$ cat src/rtl/dac_pif_pkg.sv
package dac_pif_pkg;

    localparam int INT_HI_MV = 2048;
    localparam int INT_LO_MV = 1024;
    localparam int NUM_RULES = 7;

    typedef enum logic [1:0] {
        REF_EXT_A = 2'b00,
        REF_INT_HI = 2'b01,
        REF_INT_LO = 2'b10,
        REF_EXT_B = 2'b11
    } ref_src_e;

    typedef enum int {
        RULE_CS_SU = 0,
        RULE_D_SU  = 1,
        RULE_R_SU  = 2,
        RULE_HOLD  = 3,
        RULE_WE_HI = 4,
        RULE_LD_LO = 5,
        RULE_WE_LD = 6
    } rule_e;

    typedef struct packed {
        logic     fast;
        logic     pwrdn;
        ref_src_e ref_src;
        logic     buf_en;
    } ctrl_dec_t;

    function automatic ctrl_dec_t decode_ctrl(input logic [4:0] low_bits);
        ctrl_dec_t r;
        r.fast    = low_bits[0];
        r.pwrdn   = low_bits[1];
        r.ref_src = ref_src_e'(low_bits[4:3]);
        r.buf_en  = (r.ref_src == REF_INT_HI) || (r.ref_src == REF_INT_LO);
        return r;
    endfunction

    function automatic int ref_level_mv(input ref_src_e src, input int ext_mv);
        case (src)
            REF_INT_HI: return INT_HI_MV;
            REF_INT_LO: return INT_LO_MV;
            default:    return ext_mv;
        endcase
    endfunction

    function automatic int ideal_mv(input int ref_mv, input int code, input int dw, input int vdd_mv);
        int full;
        full = (2 * ref_mv * code) >>> dw;
        return (full > vdd_mv) ? vdd_mv : full;
    endfunction

    function automatic int max_of(input int a, input int b);
        return (a > b) ? a : b;
    endfunction

endpackage

$ cat src/rtl/dac_pif_sync.sv
module dac_pif_sync #(
    parameter int   W       = 1,
    parameter int   STAGES  = 2,
    parameter logic RST_VAL = 1'b0
) (
    input  logic         clk,
    input  logic         rst,
    input  logic [W-1:0] d_i,
    output logic [W-1:0] q_o
);
    logic [W-1:0] stage_q [STAGES];

    for (genvar k = 0; k < STAGES; k++) begin : g_stage
        always_ff @(posedge clk) begin
            if (rst) begin
                stage_q[k] <= {W{RST_VAL}};
            end else if (k == 0) begin
                stage_q[k] <= d_i;
            end else begin
                stage_q[k] <= stage_q[(k == 0) ? 0 : k-1];
            end
        end
    end

    assign q_o = stage_q[STAGES-1];
endmodule

$ cat src/rtl/dac_pif_regs.sv
module dac_pif_regs #(
    parameter int DW = 12
) (
    input  logic          clk,
    input  logic          rst,
    input  logic          wr_stb,
    input  logic          cs_p,
    input  logic [DW:0]   bus_p,
    input  logic          ld_s,
    output logic [DW-1:0] code_o,
    output logic [DW-1:0] ctrl_o
);
    logic [DW-1:0] hold_q;
    logic [DW-1:0] ctrl_q;
    logic [DW-1:0] code_q;
    logic          wr_ok;
    logic          wr_hold;
    logic          wr_ctrl;

    assign wr_ok   = wr_stb && !cs_p;
    assign wr_hold = wr_ok && !bus_p[DW];
    assign wr_ctrl = wr_ok &&  bus_p[DW];

    always_ff @(posedge clk) begin
        if (rst) begin
            hold_q <= '0;
            ctrl_q <= '0;
            code_q <= '0;
        end else begin
            if (wr_hold) hold_q <= bus_p[DW-1:0];
            if (wr_ctrl) ctrl_q <= bus_p[DW-1:0];
            if (!ld_s)   code_q <= wr_hold ? bus_p[DW-1:0] : hold_q;
        end
    end

    assign code_o = code_q;
    assign ctrl_o = ctrl_q;

    AST_LD_IDLE_KEEP: assert property (@(posedge clk) disable iff (rst) ld_s |=> $stable(code_o));
    AST_LD_COPY: assert property (@(posedge clk) disable iff (rst) (!ld_s && !wr_hold) |=> (code_o == $past(hold_q)));
    AST_SAME_CYCLE: assert property (@(posedge clk) disable iff (rst) (!ld_s && wr_hold) |=> (code_o == $past(bus_p[DW-1:0])));
    AST_CTRL_UNTOUCHED: assert property (@(posedge clk) disable iff (rst) wr_hold |=> $stable(ctrl_o));
endmodule

$ cat src/rtl/dac_pif_timing.sv
module dac_pif_timing
    import dac_pif_pkg::*;
#(
    parameter int DW    = 12,
    parameter int CS_SU = 2,
    parameter int D_SU  = 2,
    parameter int R_SU  = 3,
    parameter int HOLD  = 1,
    parameter int WE_HI = 2,
    parameter int LD_LO = 3,
    parameter int WE_LD = 1
) (
    input  logic                 clk,
    input  logic                 rst,
    input  logic                 we_s,
    input  logic                 we_p,
    input  logic                 cs_s,
    input  logic                 cs_p,
    input  logic                 ld_s,
    input  logic [DW:0]          bus_s,
    input  logic [DW:0]          bus_p,
    output logic [NUM_RULES-1:0] viol_o
);
    localparam int LIM = max_of(max_of(max_of(CS_SU, D_SU), max_of(R_SU, HOLD)),
                                max_of(max_of(WE_HI, LD_LO), WE_LD));
    localparam int CW = $clog2(LIM + 2) + 1;
    localparam logic [CW-1:0] CMAX = '1;

    logic          ld_p;
    logic [CW-1:0] cs_run, we_hi_run, ld_lo_run, d_age, r_age, since_we, hold_rem;
    logic [DW:0]   hold_ref;
    logic          rise, fall, ld_fall, ld_rise, acc;
    logic [NUM_RULES-1:0] v_now;
    logic [NUM_RULES-1:0] viol_q;

    function automatic logic [CW-1:0] sat_inc(input logic [CW-1:0] v);
        return (v == CMAX) ? v : v + 1'b1;
    endfunction

    assign rise    =  we_s && !we_p;
    assign fall    = !we_s &&  we_p;
    assign ld_fall = !ld_s &&  ld_p;
    assign ld_rise =  ld_s && !ld_p;
    assign acc     = rise && !cs_p;

    always_comb begin
        v_now = '0;
        v_now[RULE_CS_SU] = fall && !cs_s && (int'(cs_run) < CS_SU);
        v_now[RULE_D_SU]  = acc && (int'(d_age) < D_SU);
        v_now[RULE_R_SU]  = acc && (int'(r_age) < R_SU);
        v_now[RULE_HOLD]  = (acc && (HOLD > 0) && (bus_s != bus_p)) ||
                            ((hold_rem != '0) && (bus_s != hold_ref));
        v_now[RULE_WE_HI] = fall && !cs_s && (int'(we_hi_run) < WE_HI);
        v_now[RULE_LD_LO] = ld_rise && (int'(ld_lo_run) < LD_LO);
        v_now[RULE_WE_LD] = ld_fall && (rise || (int'(since_we) + 1 < WE_LD));
    end

    always_ff @(posedge clk) begin
        if (rst) begin
            ld_p      <= 1'b1;
            cs_run    <= '0;
            we_hi_run <= '0;
            ld_lo_run <= '0;
            d_age     <= '0;
            r_age     <= '0;
            since_we  <= CMAX;
            hold_rem  <= '0;
            hold_ref  <= '0;
            viol_q    <= '0;
        end else begin
            ld_p      <= ld_s;
            cs_run    <= cs_s ? '0 : sat_inc(cs_run);
            we_hi_run <= we_s ? sat_inc(we_hi_run) : '0;
            ld_lo_run <= ld_s ? '0 : sat_inc(ld_lo_run);
            d_age     <= (bus_s[DW-1:0] == bus_p[DW-1:0]) ? sat_inc(d_age) : CW'(1);
            r_age     <= (bus_s[DW] == bus_p[DW]) ? sat_inc(r_age) : CW'(1);
            since_we  <= rise ? '0 : sat_inc(since_we);
            if (acc) begin
                hold_ref <= bus_p;
                hold_rem <= (HOLD > 0) ? CW'(HOLD - 1) : '0;
            end else if (hold_rem != '0) begin
                hold_rem <= hold_rem - 1'b1;
            end
            viol_q <= viol_q | v_now;
        end
    end

    assign viol_o = viol_q;

    for (genvar i = 0; i < NUM_RULES; i++) begin : g_sticky
        AST_FLAG_STICKY: assert property (@(posedge clk) disable iff (rst) viol_o[i] |=> viol_o[i]);
    end
    AST_LD_LATE_FLAG: assert property (@(posedge clk) disable iff (rst) (ld_fall && rise) |=> viol_o[RULE_WE_LD]);
endmodule

$ cat src/rtl/dac_pif.sv
module dac_pif
    import dac_pif_pkg::*;
#(
    parameter int DW         = 12,
    parameter int VW         = 16,
    parameter int EXT_REF_MV = 1500,
    parameter int VDD_MV     = 3300,
    parameter int CS_SU      = 2,
    parameter int D_SU       = 2,
    parameter int R_SU       = 3,
    parameter int HOLD       = 1,
    parameter int WE_HI      = 2,
    parameter int LD_LO      = 3,
    parameter int WE_LD      = 1
) (
    input  logic                 clk,
    input  logic                 rst,
    input  logic [DW-1:0]        dat_i,
    input  logic                 sel_ctrl_i,
    input  logic                 cs_n_i,
    input  logic                 we_n_i,
    input  logic                 ld_n_i,
    output logic [DW-1:0]        code_o,
    output logic                 fast_o,
    output logic                 pwrdn_o,
    output logic [1:0]           ref_sel_o,
    output logic                 ref_buf_en_o,
    output logic [VW-1:0]        vout_mv_o,
    output logic [NUM_RULES-1:0] viol_o
);
    logic [2:0]    strb_s;
    logic          we_s, cs_s, ld_s;
    logic          we_p, cs_p;
    logic [DW:0]   bus_s, bus_p;
    logic [DW-1:0] ctrl_w;
    ctrl_dec_t     dec;

    dac_pif_sync #(.W(3), .STAGES(2), .RST_VAL(1'b1)) u_sync_strb (
        .clk (clk),
        .rst (rst),
        .d_i ({we_n_i, cs_n_i, ld_n_i}),
        .q_o (strb_s)
    );
    assign {we_s, cs_s, ld_s} = strb_s;

    dac_pif_sync #(.W(DW + 1), .STAGES(2), .RST_VAL(1'b0)) u_sync_bus (
        .clk (clk),
        .rst (rst),
        .d_i ({sel_ctrl_i, dat_i}),
        .q_o (bus_s)
    );

    always_ff @(posedge clk) begin
        if (rst) begin
            we_p  <= 1'b1;
            cs_p  <= 1'b1;
            bus_p <= '0;
        end else begin
            we_p  <= we_s;
            cs_p  <= cs_s;
            bus_p <= bus_s;
        end
    end

    dac_pif_regs #(.DW(DW)) u_regs (
        .clk    (clk),
        .rst    (rst),
        .wr_stb (we_s && !we_p),
        .cs_p   (cs_p),
        .bus_p  (bus_p),
        .ld_s   (ld_s),
        .code_o (code_o),
        .ctrl_o (ctrl_w)
    );

    dac_pif_timing #(
        .DW(DW), .CS_SU(CS_SU), .D_SU(D_SU), .R_SU(R_SU), .HOLD(HOLD),
        .WE_HI(WE_HI), .LD_LO(LD_LO), .WE_LD(WE_LD)
    ) u_timing (
        .clk    (clk),
        .rst    (rst),
        .we_s   (we_s),
        .we_p   (we_p),
        .cs_s   (cs_s),
        .cs_p   (cs_p),
        .ld_s   (ld_s),
        .bus_s  (bus_s),
        .bus_p  (bus_p),
        .viol_o (viol_o)
    );

    assign dec          = decode_ctrl(ctrl_w[4:0]);
    assign fast_o       = dec.fast;
    assign pwrdn_o      = dec.pwrdn;
    assign ref_sel_o    = dec.ref_src;
    assign ref_buf_en_o = dec.buf_en;
    assign vout_mv_o    = VW'(ideal_mv(ref_level_mv(dec.ref_src, EXT_REF_MV), int'(code_o), DW, VDD_MV));

    AST_PD_CODE_KEEP: assert property (@(posedge clk) disable iff (rst) (ld_s && $changed(pwrdn_o)) |-> $stable(code_o));
    AST_VOUT_CLAMP: assert property (@(posedge clk) disable iff (rst) int'(vout_mv_o) <= VDD_MV);
endmodule

$ cat config.mk
export PLATFORM = sky130hd
export DESIGN_NAME = dac_pif
export DESIGN_NICKNAME = d
export VERILOG_FILES = /design/src/rtl/dac_pif_pkg.sv /design/src/rtl/dac_pif_sync.sv /design/src/rtl/dac_pif_regs.sv /design/src/rtl/dac_pif_timing.sv /design/src/rtl/dac_pif.sv
export SDC_FILE = /design/constraint.sdc
export NUM_CORES = 1
export LEC_CHECK = 0
export BUFFER_PORTS_ARGS = -buffer_cell sky130_fd_sc_hd__buf_2
export CAP_MARGIN = 25
export CORE_MARGIN = 5
export CORE_UTILIZATION = 60
export DETAILED_ROUTE_END_ITERATION = 16
export PLACE_DENSITY = 0.79
export SLEW_MARGIN = 20
export SYNTH_ARGS = -nofsm -noshare
export SYNTH_HDL_FRONTEND = slang
export SYNTH_SLANG_ARGS = --single-unit
$ cat constraint.sdc
create_clock -name clk -period 12.32 [get_ports clk]
set_clock_uncertainty 0.15 [all_clocks]
set_input_delay 1.232 -clock clk [delete_from_list [all_inputs] [get_ports clk]]
set_output_delay 1.232 -clock clk [all_outputs]
set_load 0.1 [all_outputs]
* Yosys cells after proc, flatten, opt, wreduce, memory -nomap -nowiden
Memory sizes are Yosys's and may differ from the RTL's.
Cells that the tools add are included.
Widths: inputs -> output; s select.
** Operators by class
- Shift-type cells :: 0
- Equality and inequality tests :: 15
- Muxes and demuxes :: 16
- Divide/modulo/power cells :: 0
- $add $sub $neg :: 8
- Order comparisons :: 7
- Reductions and logical operators :: 33
- Bitwise operators :: 8
- $mul :: 1
** Operators by type and width (number)
- $lt 32x2->1 const B :: 1
- $mux 13 :: 2
- $ne 13x13->1 :: 2
- $add 4x1->4 const B :: 6
- $eq 4x4->1 const B :: 6
- $mul 12x12->24 :: 1
- $pmux 12 s2 :: 1
- $lt 4x2->1 const B :: 5
- $logic_and 1x1->1 :: 16
- $mux 16 :: 1
- $gt 13x12->1 const B :: 1
- $eq 12x12->1 :: 1
- $mux 12 :: 1
- $reduce_or 2->1 :: 6
- $mux 4 :: 2
- $logic_not 1->1 :: 7
- $mux 1 :: 7
- $or 7x7->7 :: 1
- $mux 3 :: 2
- $ne 2x2->1 const B :: 3
- $add 4x1->5 const B :: 1
- $or 1x1->1 :: 4
- $reduce_bool 4->1 :: 1
- $sub 4x1->4 const B :: 1
- other kinds (5) :: 9
** Storage, ports and cells
- Word-level logic and storage cells :: 108
- Bits in latches :: 0
- Memory bits (writable) :: 32
- Output and inout bits :: 40
- Register bits :: 93
- ROM bits :: 0
- Memories kept :: 2
** Memory list
- u_sync_bus.stage_q :: depth 2, width 13, rd ports 2, clocked after Yosys merged registers in 0, write ports 2, line dac_pif_sync.sv:11 : logic [W-1:0] stage_q [STAGES];
- u_sync_strb.stage_q :: depth 2, width 3, rd ports 2, clocked after Yosys merged registers in 0, write ports 2, line dac_pif_sync.sv:11

* Logic depth before layout (Yosys ltp)
Gate-level depths: netlist of run 1.
- Word-level depth :: 6
- Depth in mapped cells :: 24

* Cells and area by module
From an unflattened synthesis of run 1, not the netlist that was laid out.
** Second synthesis, totals
- Cell total of the unflattened synthesis :: 924
- Area total of the unflattened synthesis :: 8564.5 µm²
** By module, submodules not included
- dac_pif :: cells each 449, instances 1, sequential area each 300.3 µm², area each 4010.1 µm²
- dac_pif_timing :: cells each 264, instances 1, sequential area each 980.9 µm², area each 2309.7 µm²
- dac_pif_regs :: cells each 145, instances 1, sequential area each 720.7 µm², area each 1386.3 µm²
- dac_pif_sync at u_sync_bus :: cells each 54, instances 1, sequential area each 520.5 µm², area each 700.7 µm²
- dac_pif_sync at u_sync_strb :: cells each 12, instances 1, sequential area each 120.1 µm², area each 157.7 µm²

* Least setup slack after synthesis of run 1
OpenSTA, ideal clock, no wires.
- Path kind :: register to output
- Start point :: reg u_regs.ctrl_q[4] (netlist: u_regs.ctrl_o[4])
- End point :: out vout_mv_o[4]
- Stages on the path, launching flop included :: 25
- Arrival :: 9314 ps
- Path buffers :: 3
- Slack :: 1624 ps
- Data required time :: 10938 ps
- Cell sequence :: dfxtp_1 -> inv_1 -> ha_1 -> clkbuf_1 -> clkbuf_1 -> inv_1 -> nor2_1 -> ha_1 -> inv_1 -> fa_1 -> inv_1 -> fa_1 -> inv_1 -> fa_1 -> inv_1 -> ha_1 -> buf_2 -> and3_1 -> a221oi_1 -> o21ai_0 -> a31oi_1 -> mux2i_1 -> o21a_4 -> nor2_2 -> nor4_1
** On the way
- Word-level cells in the longest chain between the ends :: 5
** RTL lines
- start: declaration :: line dac_pif_regs.sv:14 : logic [DW-1:0] ctrl_q;
- start signal: assignment :: line dac_pif_regs.sv:31 : if (wr_ctrl) ctrl_q <= bus_p[DW-1:0];
- $eq 2x2->1 or $eq 2x1->1 (tied branches) :: line dac_pif_pkg.sv:41 : case (src)
- $pmux 12 s2 * :: line dac_pif_pkg.sv:41
- $mul 12x12->24 * :: line dac_pif_pkg.sv:50 : full = (2 * ref_mv * code) >>> dw;
- $gt 13x12->1 :: line dac_pif_pkg.sv:51 : return (full > vdd_mv) ? vdd_mv : full;
- $mux 16 * :: line dac_pif_pkg.sv:51
- end: declaration :: line dac_pif.sv:28 : output logic [VW-1:0] vout_mv_o,
Every way passes the cells marked *; elsewhere a longest branch is shown, timed or not.

* Worst setup path after layout of run 1
Ends and elaborated chain as after synthesis.

==> reports/qor.csv, run 1 <==
stage,metric,value,unit
placement,dpl cell area,8320,µm²
layout,# diodes,0,
critical_path,"Slowest-stage cell, CP",ha_1,
drt,DRC Markers,0,
critical_path,Critical Path End Type,primary output,
sta,setup TNS,0,ns
global_route,total gr overflow,0,
logic_synthesis,count of cell types in the netlist,57,
hold_path,class of the worst hold path,reg -> reg,
global_route,first-pass GRT wire length,26.0,mm
critical_path,r2r setup slk,10.09,ns
sta,Worst-Margin Slew,0.899,ns
sta,hold slack,0.255,ns
logic_synthesis,xor/xnor cell area share of the yosys netlist,6.58,%
logic_synthesis,post-synthesis mux area share,2.66,%
layout,Layout area overhead,11.7,%
drt,drt pass-1 iters,4,
status,run status,"complete, no violations",
placement,Setup WS pre-CTS,4.25,ns
layout,design area,8920,µm²
logic_synthesis,largest family of logic cells by synthesized area,adder cells,
layout,multi-input logic area,5000,µm²
floorplan,core area,13100,µm²
sta,fin worst setup slack,3.77,ns
cts,CTS-repair resized insts,0,
placement,routability cong.,0.905,
cts,H-tree levels,4,
drt,routed vias/inst,5.25,
power,Worst VDD drop,0.000145,V
power,"Power, Total",1.04,mW
critical_path,most frequent CP cell,inv_1,
placement,dpl hpwl,11.6,mm
critical_path,arrival time at the worst endpoint,7.17,ns
cts,CTS Hold Bufs,0,
logic_synthesis,Area contributors post-synth,"dfxtp_1 31%, fa_1 12%, ha_1 12%",
logic_synthesis,most frequent cells after synthesis,"124 x dfxtp_1, 88 x inv_1, 86 x nor2_1",
sta,final setup vio count,0,
floorplan,I/O Pins,58,
sta,slew margin rel.,40.1,%
logic_synthesis,"Primary FF master, synth",dfxtp_1,
sta,RSZ-0062 raised after global routing,false,
floorplan,Starting Density,60.8,%
layout,layout cells sized above 1,12.1,%
logic_synthesis,Ys Warns,0,
critical_path,Crit path largest cell delay,0.64,ns
cts,Longest Clk Path Bufs,2,
global_route,largest net degree at the start of global routing,97,
logic_synthesis,Synth Area in Compound Gates,9.34,%
logic_synthesis,number of synthesized flops with an enable pin,0,
logic_synthesis,Post-synth ARST share,0,%
placement,PortBufs,53,
logic_synthesis,"count leader, synth",dfxtp_1,
logic_synthesis,adder and majority gate portion of the synthesized area,23.8,%
sta,fmax,0.117,GHz
critical_path,Worst EP required,10.94,ns
logic_synthesis,simple-gate share of the synthesized area,20.0,%
sta,Final Hold Fails,0,
drt,total wire length,15.3,mm
critical_path,startpoint types,register,
layout,Final Instance Count excl. Fillers,1118,
drt,Iteration-0 DRC Markers,340,
drt,drt wl/cell,13.7,µm
global_route,vias in the first global route,5569,
cts,Post CTS Setup Buffer Count,0,
cts,CTS Buf Count,17,
drt,Antenna Nets Post-Route,0,
floorplan,Die Height,125,µm
logic_synthesis,"area leader, netlist",dfxtp_1,
floorplan,die area,15700,µm²
placement,Placed Cells,1086,
sta,fin crit period,8.55,ns
layout,register area,2480,µm²
logic_synthesis,Post-Syn Instances,895,
floorplan,chip width,125,µm
power,Leak,4.53,nW
logic_synthesis,register bit total from synthesis,124,
cts,CTS tree,yes,
global_route,initial antenna violation count,0,
cts,clock tree root driver cell,clkbuf_16,
cts,clock sink count,124,
cts,clock latency on the worst-skew pair,0.41,ns
job,Max Cap Viol,0,
critical_path,Top Family by Delay on Critical Path,adder cells,
layout,Final #Nets,1070,
critical_path,"critical path fanouts, max",21,
logic_synthesis,Synth top area share,31.1,%
layout,fill count,1066,
logic_synthesis,"Seq/Total Area, Yosys",31.1,%
sta,period utilization,69.4,%
critical_path,kind of critical path,reg -> out,
critical_path,Buf/Inv on CP,6,
logic_synthesis,Synth Cell Area,7980,µm²
cts,Worst-path clk slew,0.05,ns
logic_synthesis,Syn Area/Cell,8.92,µm²
power,pwr/cell area,116,nW/µm²
global_route,Total Routing Usage GR,19.8,%
critical_path,CP Cell Sequence,inv_1 > ha_1 > nand2_1 > xnor2_1 > inv_1 > fa_1 > inv_1 > fa_1 > inv_1 > fa_1 > fa_1 > inv_1 > ha_1 > and3_1 > a221oi_1 > o21ai_0 > a31oi_1 > mux2i_1 > o21a_4 > nor2_2 > nor4_1 > buf_2,
floorplan,row count,42,
sta,Final Max Slew Viols,0,
layout,Util after Layout,67.9,%
drt,DR vias,5875,
routing by layer:
layer	wire (µm)	global-route usage, %	part of all wire [%]
met1	6810	26.1	45
met2	7500	32.7	49
met3	684	4.69	4.5
met4	274	5.55	1.8
met5	0	0	0
worst paths after layout:
path                                  start                        end  depth (start not counted)
setup / recovery           u_regs.ctrl_o[4]               vout_mv_o[4]                         22
hold / removal    u_sync_strb.stage_q[0][1]  u_sync_strb.stage_q[1][1]                          1
hold reg to reg   u_sync_strb.stage_q[0][1]  u_sync_strb.stage_q[1][1]                          1
setup reg to reg                       we_p           u_regs.code_o[7]                          8
power breakdown:
group          internal (mW)  switching [mW]
registers              0.423          0.0177
logic                 0.0463          0.0582
clock network          0.317           0.175
cell usage in the layout (no fill, tap or decap), types with 35 or more instances in the layout:
cell | synthesis | routed
a21oi_1 | 49 | 49
buf_2 | 3 | 52
dfxtp_1 | 124 | 124
fa_1 | 48 | 48
ha_1 | 75 | 75
inv_1 | 88 | 88
nand2_1 | 70 | 70
nor2_1 | 86 | 86
nor2b_1 | 52 | 52
xor2_1 | 35 | 35
sequential cells by signal (all words and copies together) (netlist names), 6 cells and up:
signal               flops
u_sync_bus.stage_q      26
u_regs.code_o           12
u_sync_strb.stage_q      6
u_timing.hold_ref       13
u_regs.hold_q           12
u_timing.viol_o          7
bus_p                   13
area by class of cell:
type / instances / share of cell area (%)
sequential: 124 / 27.8
clock buffer: 17 / 4.77
tap: 176 / 2.47
multi-input combinational: 642 / 56.0
timing repair buffer: 56 / 3.25
inverter: 88 / 3.70
clock inverter: 15 / 1.95
cell families (layout without fill, tap and decap cells):
logic type	after synthesis	in the layout
buffers and inverters	132	176
AO/OA/AOI/OAI	113	113
multiplexers	21	21
XOR/XNOR	60	60
adder cells (fa/ha/maj)	123	123
other	1	4
flip-flops	124	124
AND/OR/NAND/NOR	321	321
No activity file was read; power rests on OpenSTA's default activity.
==> inputs of run 2 (changes only) <==
==> constraint.sdc (replaced) <==
create_clock -name clk -period 8.05 [get_ports clk]
set_clock_uncertainty 0.15 [all_clocks]
set_input_delay 0.805 -clock clk [delete_from_list [all_inputs] [get_ports clk]]
set_output_delay 0.805 -clock clk [all_outputs]
set_load 0.1 [all_outputs]
==> run 2 against run 1 <==
Core utilization up 1.1 points. Register-to-register slack got worse by 4.3 ns. Critical path depth up 2. Sequential share of layout area decreased by 0.40 points. Non-clock buffer count increased by 4. Design area grew 1.7%. Die area unchanged. Flip-flop and latch count unchanged. Wire length increased by 5.9%. Combinational power up 52%. Largest cell class unchanged. Highest routed layer unchanged.
==> reports/qor.csv, run 2 (same netlist as run 1, synthesis figures left out) <==
stage,metric,value,unit
status,run status,"complete, no violations",
global_route,first-pass GRT wire length,27.5,mm
floorplan,chip width,125,µm
drt,DR vias,6022,
critical_path,kind of critical path,reg -> out,
power,Leak,4.57,nW
cts,CTS Hold Bufs,0,
layout,"Most flops, register",u_sync_bus.stage_q,
critical_path,"critical path fanouts, max",12,
cts,H-tree levels,4,
critical_path,most frequent CP cell,inv_1,
critical_path,arrival time at the worst endpoint,6.77,ns
drt,DRC Markers,0,
cts,Longest Clk Path Bufs,2,
layout,max reg flops,26,
critical_path,CP Cell Sequence,inv_1 > ha_2 > buf_4 > nand2_1 > inv_1 > ha_1 > inv_1 > fa_1 > fa_1 > inv_1 > fa_1 > inv_1 > fa_1 > inv_1 > ha_1 > a21o_1 > a31o_4 > a2111oi_4 > nand2_1 > a311o_1 > and3_2 > nor2_2 > a21o_1 > clkbuf_4,
layout,highest-count cells in the layout ignoring fill and taps,"122 x dfxtp_1, 87 x inv_1, 84 x nor2_1, 73 x ha_1, 70 x nand2_1",
floorplan,Starting Density,60.8,%
sta,Final Max Slew Viols,0,
floorplan,die area,15700,µm²
layout,Final #Nets,1074,
placement,PortBufs,53,
critical_path,Critical Path End Type,primary output,
layout,fill count,1023,
drt,Iteration-0 DRC Markers,348,
global_route,largest net degree at the start of global routing,94,
drt,drt wl/cell,14.4,µm
sta,Final Hold Fails,0,
layout,Layout area overhead,13.6,%
drt,routed vias/inst,5.37,
placement,dpl hpwl,11.9,mm
sta,RSZ-0062 raised after global routing,false,
sta,Worst-Margin Slew,0.883,ns
job,Max Cap Viol,0,
critical_path,Worst EP required,7.09,ns
cts,clock latency on the worst-skew pair,0.41,ns
layout,# diodes,0,
drt,drt pass-1 iters,5,
global_route,total gr overflow,0,
placement,dpl cell area,8390,µm²
floorplan,I/O Pins,58,
layout,Top Registers,"u_sync_bus.stage_q (26), bus_p (13), u_timing.hold_ref (13)",
cts,clock sink count,124,
cts,CTS Buf Count,17,
critical_path,startpoint types,register,
floorplan,row count,42,
critical_path,Crit path largest cell delay,0.54,ns
sta,final setup vio count,0,
critical_path,Buf/Inv on CP,8,
layout,design area,9070,µm²
sta,fmax,0.129,GHz
global_route,vias in the first global route,5903,
floorplan,Die Height,125,µm
critical_path,Top Family by Delay on Critical Path,adder cells,
floorplan,core area,13100,µm²
hold_path,class of the worst hold path,reg -> reg,
layout,layout cells sized above 1,13.5,%
sta,slew margin rel.,41.2,%
sta,setup TNS,0,ns
drt,total wire length,16.2,mm
critical_path,"Slowest-stage cell, CP",fa_1,
cts,CTS tree,yes,
drt,Antenna Nets Post-Route,0,
global_route,initial antenna violation count,0,
cts,clock tree root driver cell,clkbuf_16,
power,Worst VDD drop,0.000257,V
sta,period utilization,95.9,%
sta,fin crit period,7.72,ns
power,pwr/cell area,180,nW/µm²
layout,"commonest non-fill, non-tap cell in the layout",dfxtp_1,
global_route,Total Routing Usage GR,21.1,%
cts,Worst-path clk slew,0.05,ns
placement,routability cong.,0.896,
[run 2: cell types whose count changed in the layout (fill, tap and decap cells not counted), sizes merged]
cell and delta:
clkbuf +11, buf +1, inv -2, bufinv +1
clkinvlp -4, clkinv -3
[run 2: layer usage]
layer	share of wire [%]	track usage [%]	vias to the layer above
li1	-	-	2998
met1	43	26.2	2822
met2	50	36.5	167
met3	5.2	5.12	35
met4	2.2	6.44	0
met5	0	0	-
[run 2: final timing paths]
| kind | to | depth (start not counted) | slack [ns] | from |
|---|---|---|---|---|
| max reg2reg | u_regs.code_o[0] | 8 | 5.75 | u_sync_strb.stage_q[1][2] |
| max | vout_mv_o[5] | 24 | 0.33 | u_regs.ctrl_o[4] |
| min reg2reg | u_sync_strb.stage_q[1][1] | 1 | 0.26 | u_sync_strb.stage_q[0][1] |
| min | u_sync_strb.stage_q[1][1] | 1 | 0.26 | u_sync_strb.stage_q[0][1] |
[run 2: worst reg2reg max path, stage by stage, from the launching register on]
cell	delay, ns
dfxtp_1	0.36
nand2b_1	0.18
or2_2	0.46
nor2_1	0.14
buf_4	0.25
mux2i_1	0.31
nor2_1	0.08
a21oi_1	0.16
nor2_1	0.06
[run 2: report_power, final]
part           internal (mW)  total, mW  switching, mW
registers              0.647      0.674         0.0265
clock network          0.549      0.797          0.248
logic                 0.0708      0.160         0.0888
[run 2: stage by stage]
stage | total power, mW | setup WS [ns] | hold slack (ns) | util, % | instances
6_report | 1.63 | 0.327 | 0.260 | 69.0 | 1122
5_1_grt | 1.70 | 0.00398 | 0.293 | 69.0 | 1122
4_1_cts | 1.65 | 0.0412 | 0.265 | 68.7 | 1120
3_5_place_dp | 0.845 | 0.451 | 0.250 | 63.9 | 1088
3_3_place_gp | 0.838 | 0.674 | 0.243 | 63.9 | 1088
2_1_floorplan | 0.817 | 0.0969 | 0.239 | - | 898
[run 2: repair_timing]
item	CTS	global route
endpoints found under the setup margin	2	10
setup buffers	0	2
pin swaps	1	1
resized for setup	0	11
[run 2: cell type report]
type | instances | area, µm² | share of cell area, %
repair buffers | 60 | 330 | 3.64
inverters | 88 | 334 | 3.68
multi-input cells | 642 | 5070 | 55.9
clock inverters | 7 | 135 | 1.49
flip-flops and latches | 124 | 2490 | 27.4
clock buffers | 25 | 495 | 5.46
well taps | 176 | 220 | 2.43
